<file path="config.mk">
export PLATFORM = sky130hd
export DESIGN_NAME = bcd_clock_cal
export DESIGN_NICKNAME = d
export VERILOG_FILES = /design/src/rtl/bcd_clk_pkg.sv /design/src/rtl/bcd_clk_ctrl.sv /design/src/rtl/bcd_clk_datapath.sv /design/src/rtl/bcd_clock_cal.sv
export SDC_FILE = /design/constraint.sdc
export NUM_CORES = 1
export LEC_CHECK = 0
export BUFFER_PORTS_ARGS = -buffer_cell sky130_fd_sc_hd__buf_2
export CAP_MARGIN = 20
export CORE_AREA = 3 3 125 127
export DETAILED_ROUTE_END_ITERATION = 10
export DIE_AREA = 0 0 128 130
export PLACE_DENSITY_LB_ADDON = 0.1
export SLEW_MARGIN = 5
export SYNTH_ARGS = -nofsm -noshare
export SYNTH_HDL_FRONTEND = slang
export SYNTH_HIERARCHICAL = 1
export SYNTH_SLANG_ARGS = --single-unit
</file>
<file path="constraint.sdc">
create_clock -name clk -period 6.9 [get_ports clk]
set_input_delay 1.035 -clock clk [delete_from_list [all_inputs] [get_ports clk]]
set_output_delay 1.035 -clock clk [all_outputs]
set_load 0.05 [all_outputs]
</file>
<file path="src/rtl/bcd_clk_pkg.sv">
package bcd_clk_pkg;
  localparam int TIME_W = 22;
  localparam int DATE_W = 24;
  localparam int DOW_W  = 3;
  localparam logic [TIME_W-1:0] TIME_MASK = 22'h3F7F7F;
  localparam logic [DATE_W-1:0] DATE_MASK = 24'hFF1F3F;
  localparam logic [DATE_W-1:0] DATE_RST  = 24'h000101;
  localparam logic [DOW_W-1:0]  DOW_LAST  = 3'd6;

  typedef struct packed {
    logic stepSec;
    logic stepMin;
    logic stepHr;
    logic stepDay;
    logic stepMon;
    logic stepYr;
    logic stepDow;
    logic ldTime;
    logic ldDate;
    logic ldDow;
    logic ldAlmTime;
    logic ldAlmDate;
  } strobe_t;

  typedef struct packed {
    logic secMax;
    logic minMax;
    logic hrWrap;
    logic dayLast;
    logic monLast;
    logic match;
  } flag_t;

  function automatic logic [7:0] bcdInc(input logic [7:0] v);
    if (v[3:0] == 4'd9) return {v[7:4] + 4'd1, 4'd0};
    else return {v[7:4], v[3:0] + 4'd1};
  endfunction

  function automatic logic [6:0] bcdToBin(input logic [7:0] v);
    return ({3'b000, v[7:4]} * 7'd10) + {3'b000, v[3:0]};
  endfunction
endpackage

</file>
<file path="src/rtl/bcd_clk_ctrl.sv">
module bcd_clk_ctrl
  import bcd_clk_pkg::*;
(
  input  logic    clk,
  input  logic    rstN,
  input  logic    secTick,
  input  logic    ldTime,
  input  logic    ldDate,
  input  logic    ldDow,
  input  logic    ldAlmTime,
  input  logic    ldAlmDate,
  input  flag_t   flags,
  output strobe_t strb,
  output logic    alarmHit
);
  logic matchPrev;
  logic midnight;

  always_comb begin
    strb           = '0;
    strb.ldTime    = ldTime;
    strb.ldDate    = ldDate;
    strb.ldDow     = ldDow;
    strb.ldAlmTime = ldAlmTime;
    strb.ldAlmDate = ldAlmDate;
    strb.stepSec   = secTick & ~ldTime;
    strb.stepMin   = strb.stepSec & flags.secMax;
    strb.stepHr    = strb.stepMin & flags.minMax;
    midnight       = strb.stepHr & flags.hrWrap;
    strb.stepDay   = midnight & ~ldDate;
    strb.stepDow   = midnight & ~ldDow;
    strb.stepMon   = strb.stepDay & flags.dayLast;
    strb.stepYr    = strb.stepMon & flags.monLast;
  end

  always_ff @(posedge clk) begin
    if (!rstN) matchPrev <= 1'b0;
    else       matchPrev <= flags.match;
  end

  assign alarmHit = flags.match & ~matchPrev;
endmodule

</file>
<file path="src/rtl/bcd_clk_datapath.sv">
module bcd_clk_datapath
  import bcd_clk_pkg::*;
(
  input  logic              clk,
  input  logic              rstN,
  input  logic              mode12,
  input  logic [DATE_W-1:0] wrData,
  input  strobe_t           strb,
  output flag_t             flags,
  output logic [TIME_W-1:0] timeQ,
  output logic [DATE_W-1:0] dateQ,
  output logic [DOW_W-1:0]  dowQ,
  output logic              leap
);
  logic [TIME_W-1:0] almTimeQ;
  logic [DATE_W-1:0] almDateQ;
  logic [7:0] secB, minB, dayB, monB, yrB;
  logic [7:0] secN, minN, dayN, monN, yrN;
  logic [5:0] hrN;
  logic [3:0] hrU;
  logic [6:0] dayBin, monBin, lastDay;

  assign secB   = {1'b0, timeQ[6:4], timeQ[3:0]};
  assign minB   = {1'b0, timeQ[14:12], timeQ[11:8]};
  assign hrU    = timeQ[19:16];
  assign dayB   = {2'b00, dateQ[5:4], dateQ[3:0]};
  assign monB   = {3'b000, dateQ[12], dateQ[11:8]};
  assign yrB    = dateQ[23:16];
  assign dayBin = bcdToBin(dayB);
  assign monBin = bcdToBin(monB);

  assign leap = yrB[4] ? (yrB[3:0] == 4'd2 || yrB[3:0] == 4'd6)
                       : (yrB[3:0] == 4'd0 || yrB[3:0] == 4'd4 || yrB[3:0] == 4'd8);

  always_comb begin
    case (monBin)
      7'd2:                            lastDay = leap ? 7'd29 : 7'd28;
      7'd4, 7'd6, 7'd9, 7'd11:         lastDay = 7'd30;
      default:                         lastDay = 7'd31;
    endcase
  end

  always_comb begin
    flags.secMax  = (secB == 8'h59);
    flags.minMax  = (minB == 8'h59);
    flags.hrWrap  = mode12 ? (timeQ[21] && timeQ[20] && hrU == 4'd1)
                           : (timeQ[21:20] == 2'd2 && hrU == 4'd3);
    flags.dayLast = (dayBin >= lastDay);
    flags.monLast = (monBin >= 7'd12);
    flags.match   = (timeQ == almTimeQ) && (dateQ == almDateQ);
  end

  assign secN = flags.secMax ? 8'h00 : bcdInc(secB);
  assign minN = flags.minMax ? 8'h00 : bcdInc(minB);
  assign dayN = flags.dayLast ? 8'h01 : bcdInc(dayB);
  assign monN = flags.monLast ? 8'h01 : bcdInc(monB);
  assign yrN  = (yrB == 8'h99) ? 8'h00 : bcdInc(yrB);

  always_comb begin
    if (mode12) begin
      if (timeQ[20] && hrU == 4'd2)       hrN = {timeQ[21], 1'b0, 4'd1};
      else if (timeQ[20] && hrU == 4'd1)  hrN = {~timeQ[21], 1'b1, 4'd2};
      else if (!timeQ[20] && hrU == 4'd9) hrN = {timeQ[21], 1'b1, 4'd0};
      else                                hrN = {timeQ[21], timeQ[20], hrU + 4'd1};
    end else begin
      if (flags.hrWrap)      hrN = 6'd0;
      else if (hrU == 4'd9)  hrN = {timeQ[21:20] + 2'd1, 4'd0};
      else                   hrN = {timeQ[21:20], hrU + 4'd1};
    end
  end

  always_ff @(posedge clk) begin
    if (!rstN) begin
      timeQ <= '0;
    end else if (strb.ldTime) begin
      timeQ <= wrData[TIME_W-1:0] & TIME_MASK;
    end else begin
      if (strb.stepSec) timeQ[7:0]   <= secN & 8'h7F;
      if (strb.stepMin) timeQ[15:8]  <= minN & 8'h7F;
      if (strb.stepHr)  timeQ[21:16] <= hrN;
    end
  end

  always_ff @(posedge clk) begin
    if (!rstN) begin
      dateQ <= DATE_RST;
    end else if (strb.ldDate) begin
      dateQ <= wrData & DATE_MASK;
    end else begin
      if (strb.stepDay) dateQ[7:0]   <= dayN & 8'h3F;
      if (strb.stepMon) dateQ[15:8]  <= monN & 8'h1F;
      if (strb.stepYr)  dateQ[23:16] <= yrN;
    end
  end

  always_ff @(posedge clk) begin
    if (!rstN)             dowQ <= '0;
    else if (strb.ldDow)   dowQ <= wrData[DOW_W-1:0];
    else if (strb.stepDow) dowQ <= (dowQ >= DOW_LAST) ? '0 : dowQ + 1'b1;
  end

  always_ff @(posedge clk) begin
    if (!rstN) begin
      almTimeQ <= '0;
      almDateQ <= '0;
    end else begin
      if (strb.ldAlmTime) almTimeQ <= wrData[TIME_W-1:0] & TIME_MASK;
      if (strb.ldAlmDate) almDateQ <= wrData & DATE_MASK;
    end
  end
endmodule

</file>
<file path="src/rtl/bcd_clock_cal.sv">
module bcd_clock_cal
  import bcd_clk_pkg::*;
(
  input  logic              clk,
  input  logic              rstN,
  input  logic              secTick,
  input  logic              hourMode12,
  input  logic              ldTime,
  input  logic              ldDate,
  input  logic              ldDow,
  input  logic              ldAlmTime,
  input  logic              ldAlmDate,
  input  logic [DATE_W-1:0] wrData,
  output logic [TIME_W-1:0] timeOut,
  output logic [DATE_W-1:0] dateOut,
  output logic [DOW_W-1:0]  dowOut,
  output logic              leapYear,
  output logic              alarmHit
);
  strobe_t strb;
  flag_t   flags;

  bcd_clk_ctrl u_ctrl (
    .clk(clk), .rstN(rstN), .secTick(secTick),
    .ldTime(ldTime), .ldDate(ldDate), .ldDow(ldDow),
    .ldAlmTime(ldAlmTime), .ldAlmDate(ldAlmDate),
    .flags(flags), .strb(strb), .alarmHit(alarmHit)
  );

  bcd_clk_datapath u_dp (
    .clk(clk), .rstN(rstN), .mode12(hourMode12), .wrData(wrData),
    .strb(strb), .flags(flags), .timeQ(timeOut), .dateQ(dateOut),
    .dowQ(dowOut), .leap(leapYear)
  );
endmodule

</file>
Yosys cells after proc, flatten, opt, wreduce, memory -nomap -nowiden

Index checks and enable logic that the tools add are counted.

Add/subtract/negate cells: 15
Multiply operators: 2
Magnitude comparators: 3
Eq/ne operators: 27
Multiplexer cells: 31
Bitwise operators: 14
Reduce and logical (&&, ||, !) cells: 33

Operator list:

| operator                                                        | number |
|---|---|
| 6-bit two-way mux                                               | 9 |
| 7-bit two-way mux                                               | 6 |
| 4-bit by 1-bit adder with 4-bit output, second input constant   | 7 |
| 4-bit == test, second input constant                            | 7 |
| 24-bit two-way mux                                              | 1 |
| 8-bit two-way mux                                               | 3 |
| 22-bit two-way mux                                              | 1 |
| 20-bit == test                                                  | 1 |
| 5-bit two-way mux                                               | 4 |
| 19-bit == test                                                  | 1 |
| 3-bit nonzero test                                              | 5 |
| 7-bit by 4-bit adder with 7-bit output                          | 2 |
| 7-bit by 3-bit == test with 1-bit output, second input constant | 2 |
| 7-bit by 4-bit == test with 1-bit output, second input constant | 2 |
| 7-bit == test, second input constant                            | 2 |
| 7-bit one-hot mux with 2 select lines                           | 1 |
| 2-bit nonzero test                                              | 7 |
| 4-bit by 2-bit == test with 1-bit output, second input constant | 3 |
| 2-bit AND reduction                                             | 5 |
| 3-bit by 1-bit adder with 3-bit output, second input constant   | 3 |
| 1-bit AND                                                       | 9 |
| 3-bit two-way mux                                               | 3 |
| 4-bit by 3-bit == test with 1-bit output, second input constant | 2 |
| 8-bit == test, second input constant                            | 1 |
| other kinds (23)                                                | 38 |

Flip-flop bits (word level): 82
Input port bits: 33
Output and inout port bits: 51
Logic and storage cells: 142

Depth between registers and ports, before layout

Word-level depth: 11
Mapped depth: 16
Depth with buffers taken out: 15

By module

Netlist, hierarchy kept.

Modules (own cells, without submodules):

| module           | times used | cells each | area each (µm²) | seq. area each (µm²) |
|---|---|---|---|---|
| bcd_clk_datapath | 1          | 578        | 4892.2          | 1621.6 |
| bcd_clk_ctrl     | 1          | 20         | 162.7           | 20.0 |

Least setup slack after synthesis

OpenSTA, ideal clock, no wires.

Path kind: reg2reg
Start: register u_dp.dateQ[12]
End: register u_dp.dateQ[10]
Library setup time: 0.070 ns
Data arrival time: 3.591 ns
Data required time: 6.830 ns
Slack: 3.240 ns
Cell stages (with the launch flop): 15
Clock period less this slack: 3.660 ns
Cell sequence: dfxtp_1 > ha_1 > ha_1 > xnor2_1 > nor3b_1 > o21ai_1 > ha_1 > nand2b_1 > a21oi_1 > o41ai_4 > inv_1 > nor4_4 > nor3b_1 > a41oi_1 > a21oi_1

RTL lines:

| what                   | RTL line               | RTL |
|---|---|---|
| start, declared        | bcd_clk_datapath.sv:11 | `output logic [DATE_W-1:0] dateQ,` |
| start signal, assigned | bcd_clk_datapath.sv:88 | `dateQ <= wrData & DATE_MASK;` |
| start signal, assigned | bcd_clk_datapath.sv:91 | `if (strb.stepMon) dateQ[15:8] <= monN & 8'h1F;` |

==> results.py <==
metrics = {
    "power": {
        "total_power_w": 0.00132,
        "p_int_w": 0.000912,
        "power.switching_w": 0.000409,
        "peakVddDrop_uv": 118,
        "power_switching_share": 0.310,
        "p_leak_nw": 2.70,
        "powerDensity_nw_per_um2": 228,
        "clockPowerShare": 0.398,
        "combPwrFrac": 0.191,
        "seq_power_share": 0.411,
    },
    "timing": {
        "hold_viol": 0,
        "fin_crit_sh": 0.580,
        "tightest_slew_ns": 0.754,
        "relSlewSlack": 0.496,
        "max_freq_ghz": 0.250,
        "finalCriticalPeriod_ns": 4.00,
        "whs_ns": 0.515,
        "finalClockSkew_ns": 0.00406,
        "slew_viol_final": 0,
        "setup_tns_ns": 0,
        "rsz0062_at_grt": "no",
        "finalWorstSetupSlack_ns": 2.90,
        "setup_viol": 0,
    },
    "clocking": {
        "clkLatencyLatePin_ns": 0.34,
        "cts_buffer_depth": 2,
        "cts-resized-gates": 0,
        "cts.root.buffer_cell": "clkbuf_16",
        "cts_tree": "built",
        "cts_sinks": 82,
        "cts_hold_buffers": 0,
        "path_clk_slew_ns": 0.06,
        "cts_made_buffers": 9,
        "htree_levels": 3,
        "cts_setup_buffers": 0,
    },
    "job": {
        "drv_cap": 0,
    },
    "floorplan": {
        "die_x_um": 128,
        "coreArea_sq_um": 14500,
        "initial_core_util": 0.348,
        "fp.dieH_um": 130,
        "pin_count": 84,
        "core.rowCount": 44,
        "dieArea_sq_um": 16600,
    },
    "logic_synthesis": {
        "synthFlopType": "dfxtp_1",
        "synth_area_sq_um": 5050,
        "synth_simple_gate_area_frac": 0.219,
        "ys_ff_latch": 82,
        "ys_warn_count": 6,
        "synthAdderAreaFrac": 0.0658,
        "synth_compound_area_frac": 0.157,
        "synth_edf_count": 0,
        "synth-xor-area-share": 0.0936,
        "synth_top_family_by_area": "simple AND/OR/NAND/NOR gates",
        "synth-seq-area-share": 0.325,
        "syn_area_per_cell_sq_um": 8.45,
        "postSynthCellCount": 598,
        "synth_mux_area_frac": 0.0812,
        "synthArstFlopShare": 0,
        "ys_types": 63,
    },
    "worst_setup_path": {
        "cp.required_ns": 7.11,
        "crit_type": "register to register",
        "cp_max_fo": 8,
        "cp-start-kind": "register",
        "crit_path_end_kind": "register",
        "worst-endpoint-arrival_ns": 4.21,
    },
    "finish": {
        "multiInputGateArea_sq_um": 3140,
        "area_growth_pct": 14.7,
        "nets": 708,
        "stdcell_area_sq_um": 5800,
        "nFillCells": 1525,
        "drive_gt1_frac": 0.159,
        "layout_common_cells": "82 x dfxtp_1, 74 x buf_2, 67 x nor2_1",
        "num_antenna_cells": 0,
        "final_common_cell": "dfxtp_1",
        "regArea_sq_um": 1640,
    },
    "placement": {
        "pre_cts_ws_ns": 2.95,
        "dp_hpwl_um": 10400,
        "place.gp.congestion": 0.816,
        "place_area_sq_um": 5480,
        "port_buffers": 74,
    },
    "global_route": {
        "track_usage": 0.178,
        "grt_use_met1": 0.232,
        "grt_pass1_wl_um": 23300,
        "met2_usage": 0.303,
        "grt_use_met3": 0.0458,
        "grt_max_degree": 55,
        "antenna_found_initial": 0,
        "busiest_layer": "met2",
        "overflow": 0,
        "grt_pass1_vias": 4250,
    },
    "drt": {
        "drt_iter0_drc": 303,
        "drt_first_pass_iters": 5,
        "drc": 0,
        "vias_per_cell": 5.26,
        "drt_wl_total_um": 14600,
        "wl_per_cell_um": 17.4,
        "vias": 4404,
        "postRouteAntennaNets": 0,
    },
    "hold_path": {
        "holdCritPathClass": "register to register",
    },
    "status": {
        "status": "complete, no violations",
    },
}
per-layer routing:
metal | vias up | wire length [um]
met1 | 2089 | 6690
met2 | 107 | 7160
met3 | 8 | 688
met4 | 0 | 45
li1 | 2200 | -
met5 | - | 0
area by class of cell:
cell class / count / share of cell area
well taps: 184 / 0.0397
repair buffers: 75 / 0.0652
multi-input cells: 458 / 0.542
clock buffers: 11 / 0.0419
inverters: 23 / 0.0149
flip-flops and latches: 82 / 0.283
clock inverters: 5 / 0.0134
cell families after synthesis:
| group | count (synthesis) |
|---|---|
| AO/OA/AOI/OAI | 122 |
| XOR/XNOR | 54 |
| adder cells (fa/ha/maj) | 26 |
| buffers and inverters | 64 |
| flip-flops | 82 |
| multiplexers | 41 |
| other | 1 |
| AND/OR/NAND/NOR | 208 |
state kept, by name, indices dropped and copies added, names as in the netlist:
signal / count
u_ctrl/matchPrev: 1
u_dp/almDateQ: 19
u_dp/almTimeQ: 20
u_dp/dateQ: 19
u_dp/dowQ: 3
u_dp/timeQ: 20
path summary, 6_finish.rpt:
check        cells after the start  slack [ns]                             end                           start
max                             15        2.90     u_dp/dateQ[22]$_SDFFE_PN0P_     u_dp/dateQ[12]$_SDFFE_PN0P_
min                              2        0.51  u_dp/almDateQ[18]$_SDFFE_PN0P_  u_dp/almDateQ[18]$_SDFFE_PN0P_
max reg2reg                     15        2.90     u_dp/dateQ[22]$_SDFFE_PN0P_     u_dp/dateQ[12]$_SDFFE_PN0P_
min reg2reg                      2        0.51  u_dp/almDateQ[18]$_SDFFE_PN0P_  u_dp/almDateQ[18]$_SDFFE_PN0P_
power groups by stage:
stage | sequential, W | clock (W) | combinational, W
CTS | 0.000544 | 0.000537 | 0.000254
floorplan | 0.000590 | 0 | 0.000147
global route | 0.000549 | 0.000557 | 0.000276
detailed placement | 0.000554 | 0 | 0.000252
global placement | 0.000553 | 0 | 0.000250
finish | 0.000543 | 0.000526 | 0.000252
Yosys cell counts, types with 7 or more instances:
cell       n  area, sq um
dfxtp_1   82         1640
nor2_1    67          251
nand2_1   43          161
mux2i_1   41          410
xor2_1    39          342
a21oi_1   35          175
ha_1      25          313
o21ai_0   24          120
inv_1     21         78.8
clkbuf_1  19         71.3
nor3_1    15         75.1
xnor2_1   15          131
buf_4     12         90.1
nand3_1   12         60.1
a211oi_1  11         82.6
nor3b_1   11         82.6
a31oi_1    9         56.3
nor4_1     8         50.1
nand3b_1   7         52.6
nand4_1    7         43.8
nor2b_1    7         43.8
stage by stage:
stage	cells	util
3_3_place_gp	822	0.377
2_1_floorplan	604	-
3_5_place_dp	822	0.377
6_report	838	0.399
5_1_grt	838	0.399
4_1_cts	838	0.399
critical path, stage by stage (launching register included):
cell	delay (ns)
dfxtp_1	0.47
ha_1	0.26
ha_1	0.22
xnor2_1	0.17
nor3b_1	0.21
o21ai_1	0.10
ha_1	0.27
nand2b_1	0.09
a21oi_1	0.11
o41ai_4	0.57
nand4b_1	0.16
nor3_1	0.55
a21o_1	0.33
o21ai_0	0.15
a22oi_1	0.15
nor2_1	0.05
No activity file was read; power rests on OpenSTA's default activity.
